## config.mk

```make
export PLATFORM = sky130hd
export DESIGN_NAME = align_dir_trace
export DESIGN_NICKNAME = d
export VERILOG_FILES = /design/src/rtl/align_dir_pkg.sv /design/src/rtl/align_dir_dp.sv /design/src/rtl/align_dir_ctrl.sv /design/src/rtl/align_dir_trace.sv
export SDC_FILE = /design/constraint.sdc
export NUM_CORES = 1
export LEC_CHECK = 0
export BUFFER_PORTS_ARGS = -buffer_cell sky130_fd_sc_hd__clkbuf_2
export CORE_MARGIN = 2
export CORE_UTILIZATION = 63
export CTS_CLUSTER_DIAMETER = 40
export DETAILED_ROUTE_END_ITERATION = 16
export GPL_ROUTABILITY_DRIVEN = 0
export HOLD_SLACK_MARGIN = 0.08
export PLACE_DENSITY_LB_ADDON = 0.12
export SLEW_MARGIN = 20
export SYNTH_ARGS = -nofsm -noshare
export SYNTH_HDL_FRONTEND = slang
export SYNTH_SLANG_ARGS = --single-unit
```

## constraint.sdc

```tcl
create_clock -name clk -period 19 [get_ports clk]
set_input_delay 2.85 -clock clk [delete_from_list [all_inputs] [get_ports clk]]
set_output_delay 2.85 -clock clk [all_outputs]
set_load 0.03 [all_outputs]
```

## src/rtl/align_dir_pkg.sv

```systemverilog
package align_dir_pkg;
  localparam int CODE_W = 2;

  typedef enum logic [CODE_W-1:0] {
    DIR_DIAG = 2'b00,
    DIR_UP   = 2'b01,
    DIR_LEFT = 2'b10,
    DIR_NONE = 2'b11
  } dir_e;

  // strobes from the control FSM to the datapath
  typedef struct packed {
    logic capture;   // place the incoming code in the packing register
    logic flush;     // write the packed word to memory
    logic readReq;   // fetch a word for traceback
  } strobe_t;
endpackage

```

## src/rtl/align_dir_dp.sv

```systemverilog
module align_dir_dp
  import align_dir_pkg::*;
#(
  parameter int WORD_W = 36,
  parameter int WORDS  = 15,
  localparam int CPW   = WORD_W / CODE_W,
  localparam int AW    = (WORDS > 1) ? $clog2(WORDS) : 1,
  localparam int SW    = (CPW > 1) ? $clog2(CPW) : 1
) (
  input  logic              clk,
  input  logic              rstN,
  input  strobe_t           strobe,
  input  logic [CODE_W-1:0] wrCode,
  input  logic [AW-1:0]     wrAddr,
  input  logic [SW-1:0]     wrSlot,
  input  logic [AW-1:0]     rdAddr,
  input  logic [SW-1:0]     rdSlot,
  output logic [CODE_W-1:0] rdCode
);
  logic [WORD_W-1:0] packReg;
  logic [WORD_W-1:0] packNext;
  logic [WORD_W-1:0] dirMem [WORDS];
  logic [WORD_W-1:0] rdWordQ;
  logic [SW-1:0]     rdSlotQ;

  always_comb begin
    packNext = packReg;
    packNext[int'(wrSlot) * CODE_W +: CODE_W] = wrCode;
  end

  always_ff @(posedge clk) begin
    if (!rstN) begin
      packReg <= '0;
    end else if (strobe.capture) begin
      if (strobe.flush) packReg <= '0;
      else              packReg <= packNext;
    end
  end

  always_ff @(posedge clk) begin
    if (strobe.capture && strobe.flush) dirMem[wrAddr] <= packNext;
  end

  always_ff @(posedge clk) begin
    if (!rstN) begin
      rdWordQ <= '0;
      rdSlotQ <= '0;
    end else if (strobe.readReq) begin
      rdWordQ <= dirMem[rdAddr];
      rdSlotQ <= rdSlot;
    end
  end

  assign rdCode = rdWordQ[int'(rdSlotQ) * CODE_W +: CODE_W];
endmodule

```

## src/rtl/align_dir_ctrl.sv

```systemverilog
module align_dir_ctrl
  import align_dir_pkg::*;
#(
  parameter int ROWS   = 16,
  parameter int COLS   = 16,
  parameter int WORD_W = 36,
  localparam int CPW   = WORD_W / CODE_W,
  localparam int CELLS = ROWS * COLS,
  localparam int WORDS = (CELLS + CPW - 1) / CPW,
  localparam int AW    = (WORDS > 1) ? $clog2(WORDS) : 1,
  localparam int SW    = (CPW > 1) ? $clog2(CPW) : 1,
  localparam int CW    = (CELLS > 1) ? $clog2(CELLS) : 1,
  localparam int RW    = $clog2(ROWS + 1),
  localparam int KW    = $clog2(COLS + 1)
) (
  input  logic              clk,
  input  logic              rstN,
  input  logic              dirValid,
  input  logic              opReady,
  input  logic [CODE_W-1:0] rdCode,
  output strobe_t           strobe,
  output logic [AW-1:0]     wrAddr,
  output logic [SW-1:0]     wrSlot,
  output logic [AW-1:0]     rdAddr,
  output logic [SW-1:0]     rdSlot,
  output logic              recReady,
  output logic              opValid,
  output logic [CODE_W-1:0] opCode,
  output logic              opLast
);
  typedef enum logic [1:0] {S_REC, S_READ, S_EMIT} state_e;

  state_e        state;
  logic [CW-1:0] cellCnt;
  logic [SW-1:0] slotCnt;
  logic [AW-1:0] wordCnt;
  logic [RW-1:0] rowIdx;
  logic [KW-1:0] colIdx;
  logic [RW-1:0] rowNext;
  logic [KW-1:0] colNext;
  dir_e          effDir;
  logic          lastCell;
  int            cellK;

  assign lastCell = (int'(cellCnt) == CELLS - 1);
  assign recReady = (state == S_REC);

  always_comb begin
    strobe         = '0;
    strobe.capture = (state == S_REC) && dirValid;
    strobe.flush   = strobe.capture && ((int'(slotCnt) == CPW - 1) || lastCell);
    strobe.readReq = (state == S_READ);
  end

  assign wrAddr = wordCnt;
  assign wrSlot = slotCnt;

  // column-major position of the current walk cell
  always_comb begin
    if (rowIdx == '0 || colIdx == '0) cellK = 0;
    else cellK = (int'(colIdx) - 1) * ROWS + int'(rowIdx) - 1;
  end
  assign rdAddr = AW'(cellK / CPW);
  assign rdSlot = SW'(cellK % CPW);

  // boundary forcing and the unused code
  always_comb begin
    if (rowIdx == '0)              effDir = DIR_LEFT;
    else if (colIdx == '0)         effDir = DIR_UP;
    else if (rdCode == DIR_NONE)   effDir = DIR_DIAG;
    else                           effDir = dir_e'(rdCode);
  end

  always_comb begin
    rowNext = (effDir == DIR_LEFT) ? rowIdx : rowIdx - 1'b1;
    colNext = (effDir == DIR_UP)   ? colIdx : colIdx - 1'b1;
  end

  assign opValid = (state == S_EMIT);
  assign opCode  = effDir;
  assign opLast  = opValid && (rowNext == '0) && (colNext == '0);

  always_ff @(posedge clk) begin
    if (!rstN) begin
      state   <= S_REC;
      cellCnt <= '0;
      slotCnt <= '0;
      wordCnt <= '0;
      rowIdx  <= '0;
      colIdx  <= '0;
    end else begin
      case (state)
        S_REC: begin
          if (dirValid) begin
            if (lastCell) begin
              cellCnt <= '0;
              slotCnt <= '0;
              wordCnt <= '0;
              rowIdx  <= RW'(ROWS);
              colIdx  <= KW'(COLS);
              state   <= S_READ;
            end else begin
              cellCnt <= cellCnt + 1'b1;
              if (int'(slotCnt) == CPW - 1) begin
                slotCnt <= '0;
                wordCnt <= wordCnt + 1'b1;
              end else begin
                slotCnt <= slotCnt + 1'b1;
              end
            end
          end
        end
        S_READ: state <= S_EMIT;
        S_EMIT: begin
          if (opReady) begin
            rowIdx <= rowNext;
            colIdx <= colNext;
            state  <= opLast ? S_REC : S_READ;
          end
        end
        default: state <= S_REC;
      endcase
    end
  end
endmodule

```

## src/rtl/align_dir_trace.sv

```systemverilog
module align_dir_trace
  import align_dir_pkg::*;
#(
  parameter int ROWS   = 16,
  parameter int COLS   = 16,
  parameter int WORD_W = 36
) (
  input  logic       clk,
  input  logic       rstN,
  input  logic       dirValid,
  input  logic [1:0] dirCode,
  output logic       recReady,
  output logic       opValid,
  input  logic       opReady,
  output logic [1:0] opCode,
  output logic       opLast
);
  localparam int CPW   = WORD_W / CODE_W;
  localparam int CELLS = ROWS * COLS;
  localparam int WORDS = (CELLS + CPW - 1) / CPW;
  localparam int AW    = (WORDS > 1) ? $clog2(WORDS) : 1;
  localparam int SW    = (CPW > 1) ? $clog2(CPW) : 1;

  strobe_t           strobe;
  logic [AW-1:0]     wrAddr;
  logic [SW-1:0]     wrSlot;
  logic [AW-1:0]     rdAddr;
  logic [SW-1:0]     rdSlot;
  logic [CODE_W-1:0] rdCode;

  align_dir_ctrl #(.ROWS(ROWS), .COLS(COLS), .WORD_W(WORD_W)) u_ctrl (
    .clk(clk), .rstN(rstN), .dirValid(dirValid), .opReady(opReady),
    .rdCode(rdCode), .strobe(strobe), .wrAddr(wrAddr), .wrSlot(wrSlot),
    .rdAddr(rdAddr), .rdSlot(rdSlot), .recReady(recReady),
    .opValid(opValid), .opCode(opCode), .opLast(opLast)
  );

  align_dir_dp #(.WORD_W(WORD_W), .WORDS(WORDS)) u_dp (
    .clk(clk), .rstN(rstN), .strobe(strobe), .wrCode(dirCode),
    .wrAddr(wrAddr), .wrSlot(wrSlot), .rdAddr(rdAddr), .rdSlot(rdSlot),
    .rdCode(rdCode)
  );
endmodule

```

==> Word level (Yosys, flattened, before mapping) <==
Memory sizes are Yosys's and may differ from the RTL's. A register that Yosys moved wholly into a read port is not among the register bits.
Index checks and enable logic that the tools add are counted.
{ "op_classes": {"addsub": 9, "multipliers": 0, "n_div": 2, "magnitude_cmp": 0, "n_eq_ne": 10, "shift": 3, "n_mux": 26, "bitwise_logic": 0, "n_reduce_logical": 19} }
{ "ops": {"columns": ["operator", "count"], "rows": [
  ["2-to-1 mux 5 bit", 8],
  ["bitwise mux 36 bit", 1],
  ["2-to-1 mux 36 bit", 1],
  ["variable shift 2 x 33 -> 36 bit (first input constant)", 1],
  ["variable part select 2 x 33 -> 36 bit", 1],
  ["variable part select 36 x 7 -> 2 bit", 1],
  ["negator 6 -> 33 bit", 1],
  ["adder 32 x 6 -> 32 bit", 1],
  ["divider 32 x 6 -> 32 bit (second input constant)", 1],
  ["remainder unit 32 x 6 -> 32 bit (second input constant)", 1],
  ["2-to-1 mux 32 bit", 1],
  ["subtractor 32 x 2 -> 32 bit (second input constant)", 1],
  ["zero test 5 bit", 4],
  ["one-hot mux 5 bit (2 select lines)", 2],
  ["2-to-1 mux 2 bit", 6],
  ["subtractor 5 x 1 -> 5 bit (second input constant)", 2],
  ["adder 8 x 1 -> 8 bit (second input constant)", 1],
  ["equality test 8 x 1 -> 1 bit (second input constant)", 1],
  ["2-to-1 mux 4 bit", 2],
  ["2-to-1 mux 8 bit", 1],
  ["equality test 2 bit (second input constant)", 3],
  ["one-hot mux 2 bit (3 select lines)", 1],
  ["AND reduction 3 bit", 2],
  ["subtractor 5 x 1 -> 6 bit (second input constant)", 1],
  ["other kinds (14)", 24]
]} }
{ "totals": {"ff_bits": 70, "latch_bits": 0, "ram_bits": 540, "romBits": 0, "inputBits": 6, "output_inout_bits": 5, "elab_cells": 78, "mem_count": 1} }
{ "memory_table": {"columns": ["name", "words", "word_bits", "read_ports", "rd_clocked_by_memory_dff", "wr", "line_no", "text"], "rows": [
  ["u_dp.dirMem", 15, 36, 1, 1, 1, "align_dir_dp.sv:22", "logic [WORD_W-1:0] dirMem [WORDS];"]
]} }

==> Logic depth before layout (Yosys ltp) <==
Gate-level depths: netlist (run 1).
{ "logic_depth": {"ltp_word": 13, "depth_mapped": 41, "mapped_depth_nobuf": 34} }

==> By module <==
From an unflattened synthesis (run 1), not the netlist that was laid out.
{ "hier_totals": {"cells_unflattened": 1887, "area_unflattened_um2": 28762.6} }
{ "by_module_without_submodules": {"columns": ["mod", "instances", "cells_each", "area_each_um2", "seq_area_each_um2"], "rows": [
  ["align_dir_dp", 1, 1330, 24527.3, 17757.0],
  ["align_dir_ctrl", 1, 557, 4235.3, 580.6]
]} }

==> Worst setup path before layout (run 1) <==
OpenSTA, ideal clock, no wires.
{ "synth_timing": {"path_kind": "register -> register", "startpoint": "reg u_ctrl.colIdx[0]", "endpoint": "reg u_dp.rdWordQ[11] (read register of u_dp.dirMem)", "setup_ns": 0.126, "arrival_time_ns": 8.641, "required_ns": 18.874, "slack_ns": 10.233, "path_stages_with_launch": 38, "n_path_buf": 6, "period_less_slack_ns": 8.767, "cell_sequence": "dfxtp_1 -> inv_1 -> ha_1 -> nand2b_1 -> and2_1 -> ha_1 -> and2_1 -> a221oi_1 -> nand3_1 -> o21ai_0 -> fa_1 -> clkbuf_1 -> a211oi_1 -> o31ai_4 -> mux2i_1 -> or4_1 -> buf_2 -> a221oi_2 -> [2 not listed] -> o31ai_4 -> and3_1 -> mux2_2 -> nor2_1 -> a22o_1 -> o2111ai_2 -> a21oi_2 -> buf_4 -> buf_4 -> ha_1 -> nor2_1 -> xnor2_1 -> buf_2 -> buf_2 -> mux4_2 -> mux2_2 -> a22oi_1 -> nand3_1"} }
{ "synth_via": {"elab_chain_cells": 5, "elab_cells_between_ends": 7, "classes_between": "add/sub: 3; div: 1; mux: 1; reduce/logical: 2"} }
{ "synth_lines": {"columns": ["item", "line_no", "text"], "rows": [
  ["start, declared", "align_dir_ctrl.sv:38", "logic [KW-1:0] colIdx;"],
  ["start signal, assigned", "align_dir_ctrl.sv:100", "colIdx <= KW'(COLS);"],
  ["start signal, assigned", "align_dir_ctrl.sv:117", "colIdx <= colNext;"],
  ["subtractor 5 x 1 -> 6 bit", "align_dir_ctrl.sv:61", "else cellK = (int'(colIdx) - 1) * ROWS + int'(rowIdx) - 1;"],
  ["adder 32 x 6 -> 32 bit", "align_dir_ctrl.sv:61", null],
  ["subtractor 32 x 2 -> 32 bit", "align_dir_ctrl.sv:61", null],
  ["2-to-1 mux 32 bit (*)", "align_dir_ctrl.sv:60", "if (rowIdx == '0 || colIdx == '0) cellK = 0;"],
  ["divider 32 x 6 -> 32 bit (*)", "align_dir_ctrl.sv:63", "assign rdAddr = AW'(cellK / CPW);"],
  ["end, declared", "align_dir_dp.sv:23", "logic [WORD_W-1:0] rdWordQ;"]
]} }
Mark *: on every way between the ends. The rest lies on a longest branch, timed or not.
A chain may end at the register's enable or synchronous reset.

==> Worst setup path in the final report (run 1) <==
{ "layout_timing": {"startpoint": "reg u_ctrl.colIdx[0]", "endpoint": "reg u_dp.rdWordQ[23] (read register of u_dp.dirMem)"} }
Same word-level chain as after synthesis.

==> results of run 1 <==
## path summary, 6_finish.rpt
| kind | start | to |
|---|---|---|
| max reg2reg | u_ctrl.colIdx[0] | u_dp.rdWordQ[23] |
| max | u_ctrl.colIdx[0] | u_dp.rdWordQ[23] |
| min reg2reg | u_dp.rdWordQ[30] | u_dp.rdWordQ[30] |
| min | u_dp.rdWordQ[30] | u_dp.rdWordQ[30] |
## layout make-up
type | instances | area, µm² | area share, %
Clock buffer | 98 | 2060 | 6.50
Timing Repair Buffer | 42 | 315 | 0.996
Multi-Input combinational cell | 1083 | 9530 | 30.1
Sequential cell | 646 | 18300 | 57.9
Tap cell | 592 | 741 | 2.34
Inverter | 36 | 135 | 0.427
Clock inverter | 41 | 528 | 1.67
## per-stage QoR
stage	worst slack [ns]	cells	utilization (%)	instance area, µm²
global route	6.91	2538	71.3	31600
detailed placement	7.73	2398	65.4	29100
CTS	7.65	2537	71.2	31600
global placement	8.10	2398	65.4	29100
finish	7.77	2538	71.3	31600
floorplan	10.23	1860	-	28400
## cell families after synthesis
kind of cell,count (synthesis)
flip-flops,646
AND/OR/NAND/NOR,470
AO/OA/AOI/OAI,300
multiplexers,240
buffers and inverters,131
XOR/XNOR,42
adder cells (fa/ha/maj),31
## sequential cells by signal, indices dropped and copies added (netlist names)
signal / flops
u_ctrl.cellCnt: 8
u_dp.rdWordQ: 36
u_dp.dirMem: 540
u_ctrl.wrSlot: 5
u_ctrl.colIdx: 5
u_ctrl.rowIdx: 5
u_dp.rdSlotQ: 5
u_ctrl.wrAddr: 4
u_dp.packReg: 36
u_ctrl.state: 2
## per-layer routing
layer	vias to the layer above	share of wire, %	GRT usage [%]
li1	7451	-	-
met1	8618	40	40.4
met2	791	49	47.1
met3	121	7.9	4.42
met4	0	2.4	8.77
met5	-	0	0
## where the power goes
group / internal [mW] / switching, mW
logic: 0.00740 / 0.0221
clock network: 0.900 / 0.579
registers: 1.52 / 0.00171
## worst max-delay path, delay by kind of cell (launching register included)
| kind | cells | cell delay [ns] |
|---|---|---|
| compound gates | 14 | 3.63 |
| fa+ha+maj | 4 | 1.62 |
| buf+inv | 5 | 2.21 |
| flops | 1 | 0.41 |
| mux | 2 | 0.71 |
| simple gates | 10 | 2.45 |
## cells in the final DEF (no fill, tap or decap), drive strengths merged, types with 12 or more instances in the layout
cell type	count
mux2i	47
dfxtp	106
nor3	23
xor2	17
nand2	154
o2111ai	37
a31oi	13
inv	48
and3	17
clkinv	12
a22oi	73
a21oi	35
buf	31
and2	26
clkbuf	109
o21ai	33
edfxtp	540
mux4	119
nor2b	12
nand3	57
nor2	120
o211ai	14
mux2	74
xnor2	24
ha	29
==> reports/qor.yml, run 1 <==
die_h_um: 216
power_density_nw_per_um2: 95.7
final_max_slew_viol_count: 0
synth_top_family_by_area: "multiplexers"
synthToLayoutAreaGrowth_pct: 11.3
routed_wl_um: 65800
synth_compound_area_share_pct: 8.54
drtIter0Drc: 1866
post-synth-top-count-cell: "edfxtp_1"
clk_path_buf_depth: 3
drc: 0
finalSetupViolCount: 0
maxCapViolCount: 0
vias: 17000
r2r_slack_ns: 7.77
cp_max_fo: 70
rows: 77
io_pins: 11
cts_setup_buffers: 0
fmax_mhz: 89.1
cp_slowest_stage_delay_ns: 0.90
synthTopCellsByCount: "edfxtp_1, nand2_1, mux4_2"
h-tree-depth: 3
worstMarginPinSlew_ns: 0.992
cts_root_buf: "clkbuf_16"
yosys_register_bits: 646
cts_tree: "yes"
core_area_um2: 44400
dr.pass1.iters: 6
hp-class: "register to register"
ys_types: 109
synth_top_cell_area_share_pct: 57.0
cts_sinks: 646
irDropWorstVdd_uv: 94.4
grt_max_degree: 113
clk_latency_ns: 0.61
worstRegToRegCells: 35
yosysSeqAreaShare_pct: 64.5
die_area_um2: 46900
arrival_ns: 11.70
status: "finished, final reports clean"
grt_overflow: 0
postSynthAreaPerCell_um2: 15.3
fin_crit_sh_pct: 59.1
cp-end-kind: "register"
ant_nets: 0
worstHoldPathCells: 2
syn_area_um2: 28400
rsz0062_at_grt: "false"
synth_fa_ha_area_share_pct: 1.42
clkTransAtPathRegs_ns: 0.06
antenna_found_initial: 0
power_leakage_nw: 11.1
ys_warn_count: 0
diodes: 0
period_minus_slack_ns: 11.23
wire_per_inst_um: 25.9
fin_hold_ws_ns: 0.472
viasPerCell: 6.69
track_usage_pct: 28.7
power.total_mw: 3.03
crit_type: "register to register"
grt_pass1_vias: 16700
cts_resized: 0
portBuffers: 10
synth_mux_area_share_pct: 14.0
synth_flop_cell: "edfxtp_1"
grt_pass1_wl_um: 101000
die_w_um: 216
cts_made_buffers: 75
start_util_pct: 64.0
async_flop_share_pct: 0
crit_required_ns: 19.47
finClkSkew_ns: 0.0231
synth_nets: 1897
cp-start-kind: "register"
synth_xor_area_share_pct: 1.39
fin_tns_setup_ns: 0
dp.final_hpwl_um: 36400
synth-edff-count: 540
cp_slowest_cell: "buf_4"
yosys.area.top_type: "edfxtp_1"
synthTopCellsByArea: "edfxtp_1, mux4_2, dfxtp_1"
cp_common_cell: "ha_1"
max_slew_margin_pct: 33.9
final_nets: 1921
netlist_instances: 1860
cts-hold-fix-buffers: 0
post_synth_and_or_nand_nor_area_fraction_pct: 7.94
nFillCells: 2771
hold_viol_final: 0
drive_gt1_share_pct: 22.0
Note: power is estimated with default switching activity, not from simulation.
==> run 2, diff against run 1 <==
CORE_UTILIZATION = 57   (was 63)
clock period = 9.32 ns   (was 19 ns; I/O delays follow)
==> run 2 against run 1 <==
  * Clock power is 94% higher
  * Non-clock buffer count is 30 higher
  * First-iteration DRC count is 6.6% lower
  * Critical path depth is 2 lower
==> reports/qor.yml, run 2 (synthesized netlist as in run 1, its figures left out) <==
status: "finished, final reports clean"
ant_nets: 0
dp.final_hpwl_um: 37500
cp_slowest_cell: "or4_1"
p_int_mw: 4.81
cts-hold-fix-buffers: 0
clk_latency_ns: 0.62
grt_overflow: 0
portBuffers: 10
antenna_found_initial: 1
cp_max_fo: 28
regMostFlops: "u_dp.dirMem"
drc: 0
die_w_um: 227
p_seq_share_pct: 51.4
track_usage_pct: 26.6
power_density_nw_per_um2: 188
cp-end-kind: "register"
cts_sinks: 646
crit_required_ns: 9.80
cts_root_buf: "clkbuf_16"
fmax_mhz: 113
dr.pass1.iters: 5
cts_made_buffers: 75
final_max_slew_viol_count: 0
final_nets: 1951
p_comb_share_pct: 1.0
grt_pass1_vias: 16600
cp-start-kind: "register"
largest_reg_flops: 540
crit_type: "register to register"
clk_path_buf_depth: 3
wire_per_inst_um: 25.3
finClkSkew_ns: 0.0263
die_h_um: 227
h-tree-depth: 3
p_switching_mw: 1.22
hp-class: "register to register"
period_minus_slack_ns: 8.83
routed_wl_um: 66700
sw_frac_of_total_pct: 20.2
fin_tns_setup_ns: 0
stdcell_area_um2: 32100
start_util_pct: 58.0
cts_tree: "yes"
grt_pass1_wl_um: 101000
arrival_ns: 9.31
power_leakage_nw: 11.3
irDropWorstVdd_uv: 185
hold_viol_final: 0
fin_cells: 2639
cp_slowest_stage_delay_ns: 0.64
finalSetupViolCount: 0
io_pins: 11
layout_commonest_cell: "edfxtp_1"
core_area_um2: 49100
max_slew_margin_pct: 34.5
top_regs: "u_dp.dirMem: 540 flops, u_dp.packReg: 36 flops, u_dp.rdWordQ: 36 flops"
fin_crit_sh_pct: 94.7
synthToLayoutAreaGrowth_pct: 12.8
rows: 81
vias: 16800
most-common-layout-cells: "edfxtp_1, nand2_1, mux4_2"
grt_max_degree: 53
die_area_um2: 51700
drtIter0Drc: 1742
clkTransAtPathRegs_ns: 0.05
rsz0062_at_grt: "false"
power.clock.fraction_pct: 47.6
place_area_um2: 29400
maxCapViolCount: 0
nFillCells: 3482
drive_gt1_share_pct: 24.2
dp.cells: 2496
power.total_mw: 6.03
worstMarginPinSlew_ns: 0.980
viasPerCell: 6.36
final_util_pct: 65.4
-- run 2: cell count changes in the layout (fill, tap and decap cells not counted), sizes merged --
cell	previous run	this run
clkinv	12	21
inv	48	45
bufinv	9	6
diode	0	1
buf	31	62
clkbuf	109	107
clkinvlp	8	4
-- run 2: per-stage QoR --
stage                     hold slack (ns)  worst slack, ns
after floorplan                     0.443            0.553
after global placement              0.465            0.128
after detailed placement            0.466           -0.150
after CTS                           0.473          0.00682
after global routing                0.507          0.00751
final                               0.475            0.494
-- run 2: path summary, 6_finish.rpt --
path               startpoint                to  slack (ns)  depth (start not counted)
max          u_ctrl.colIdx[0]  u_dp.rdWordQ[26]        0.49                         33
min reg2reg  u_dp.rdWordQ[30]  u_dp.rdWordQ[30]        0.47                          2
min          u_dp.rdWordQ[30]  u_dp.rdWordQ[30]        0.47                          2
max reg2reg  u_ctrl.colIdx[0]  u_dp.rdWordQ[26]        0.49                         33
-- run 2: routing by layer --
layer / wire length [µm] / global-route usage, % / up-vias
li1: - / - / 7506
met1: 28000 / 36.6 / 8558
met2: 32300 / 43.4 / 608
met3: 4800 / 4.90 / 106
met4: 1670 / 8.43 / 0
met5: 0 / 0 / -
-- run 2: area by class of cell --
cell class	instances	area, µm²	area share [%]
sequential	646	18300	57.2
multi-input combinational	1083	9660	30.1
clock buffer	97	1990	6.20
tap	664	831	2.59
timing repair buffer	72	668	2.08
clock inverter	40	459	1.43
inverter	36	135	0.421
antenna	1	2.50	0.00780
-- run 2: repair_timing --
| action | 4_1_cts | 5_1_grt |
|---|---|---|
| buffers inserted | 0 | 5 |
| resized for setup | 3 | 29 |
| endpoints found under the setup margin | 33 | 39 |
| pin swaps | 0 | 7 |
-- run 2: worst max-delay path: cells and delay by family, from the launching register on --
kind                     cells  cell delay [ns]
adder cells (fa/ha/maj)      3             0.78
AND/OR/NAND/NOR             11             2.61
multiplexers                 4             1.35
flip-flops                   1             0.41
AO/OA/AOI/OAI               11             2.88
XOR/XNOR                     1             0.15
buffers and inverters        3             0.49
-- run 2: power groups by stage --
stage | logic, mW | clock network (mW) | registers [mW]
after global placement | 0.0578 | 0 | 3.16
after CTS | 0.0600 | 2.91 | 3.10
after floorplan | 0.0401 | 0 | 3.16
after detailed placement | 0.0593 | 0 | 3.16
final | 0.0614 | 2.87 | 3.10
after global routing | 0.0661 | 3.02 | 3.10
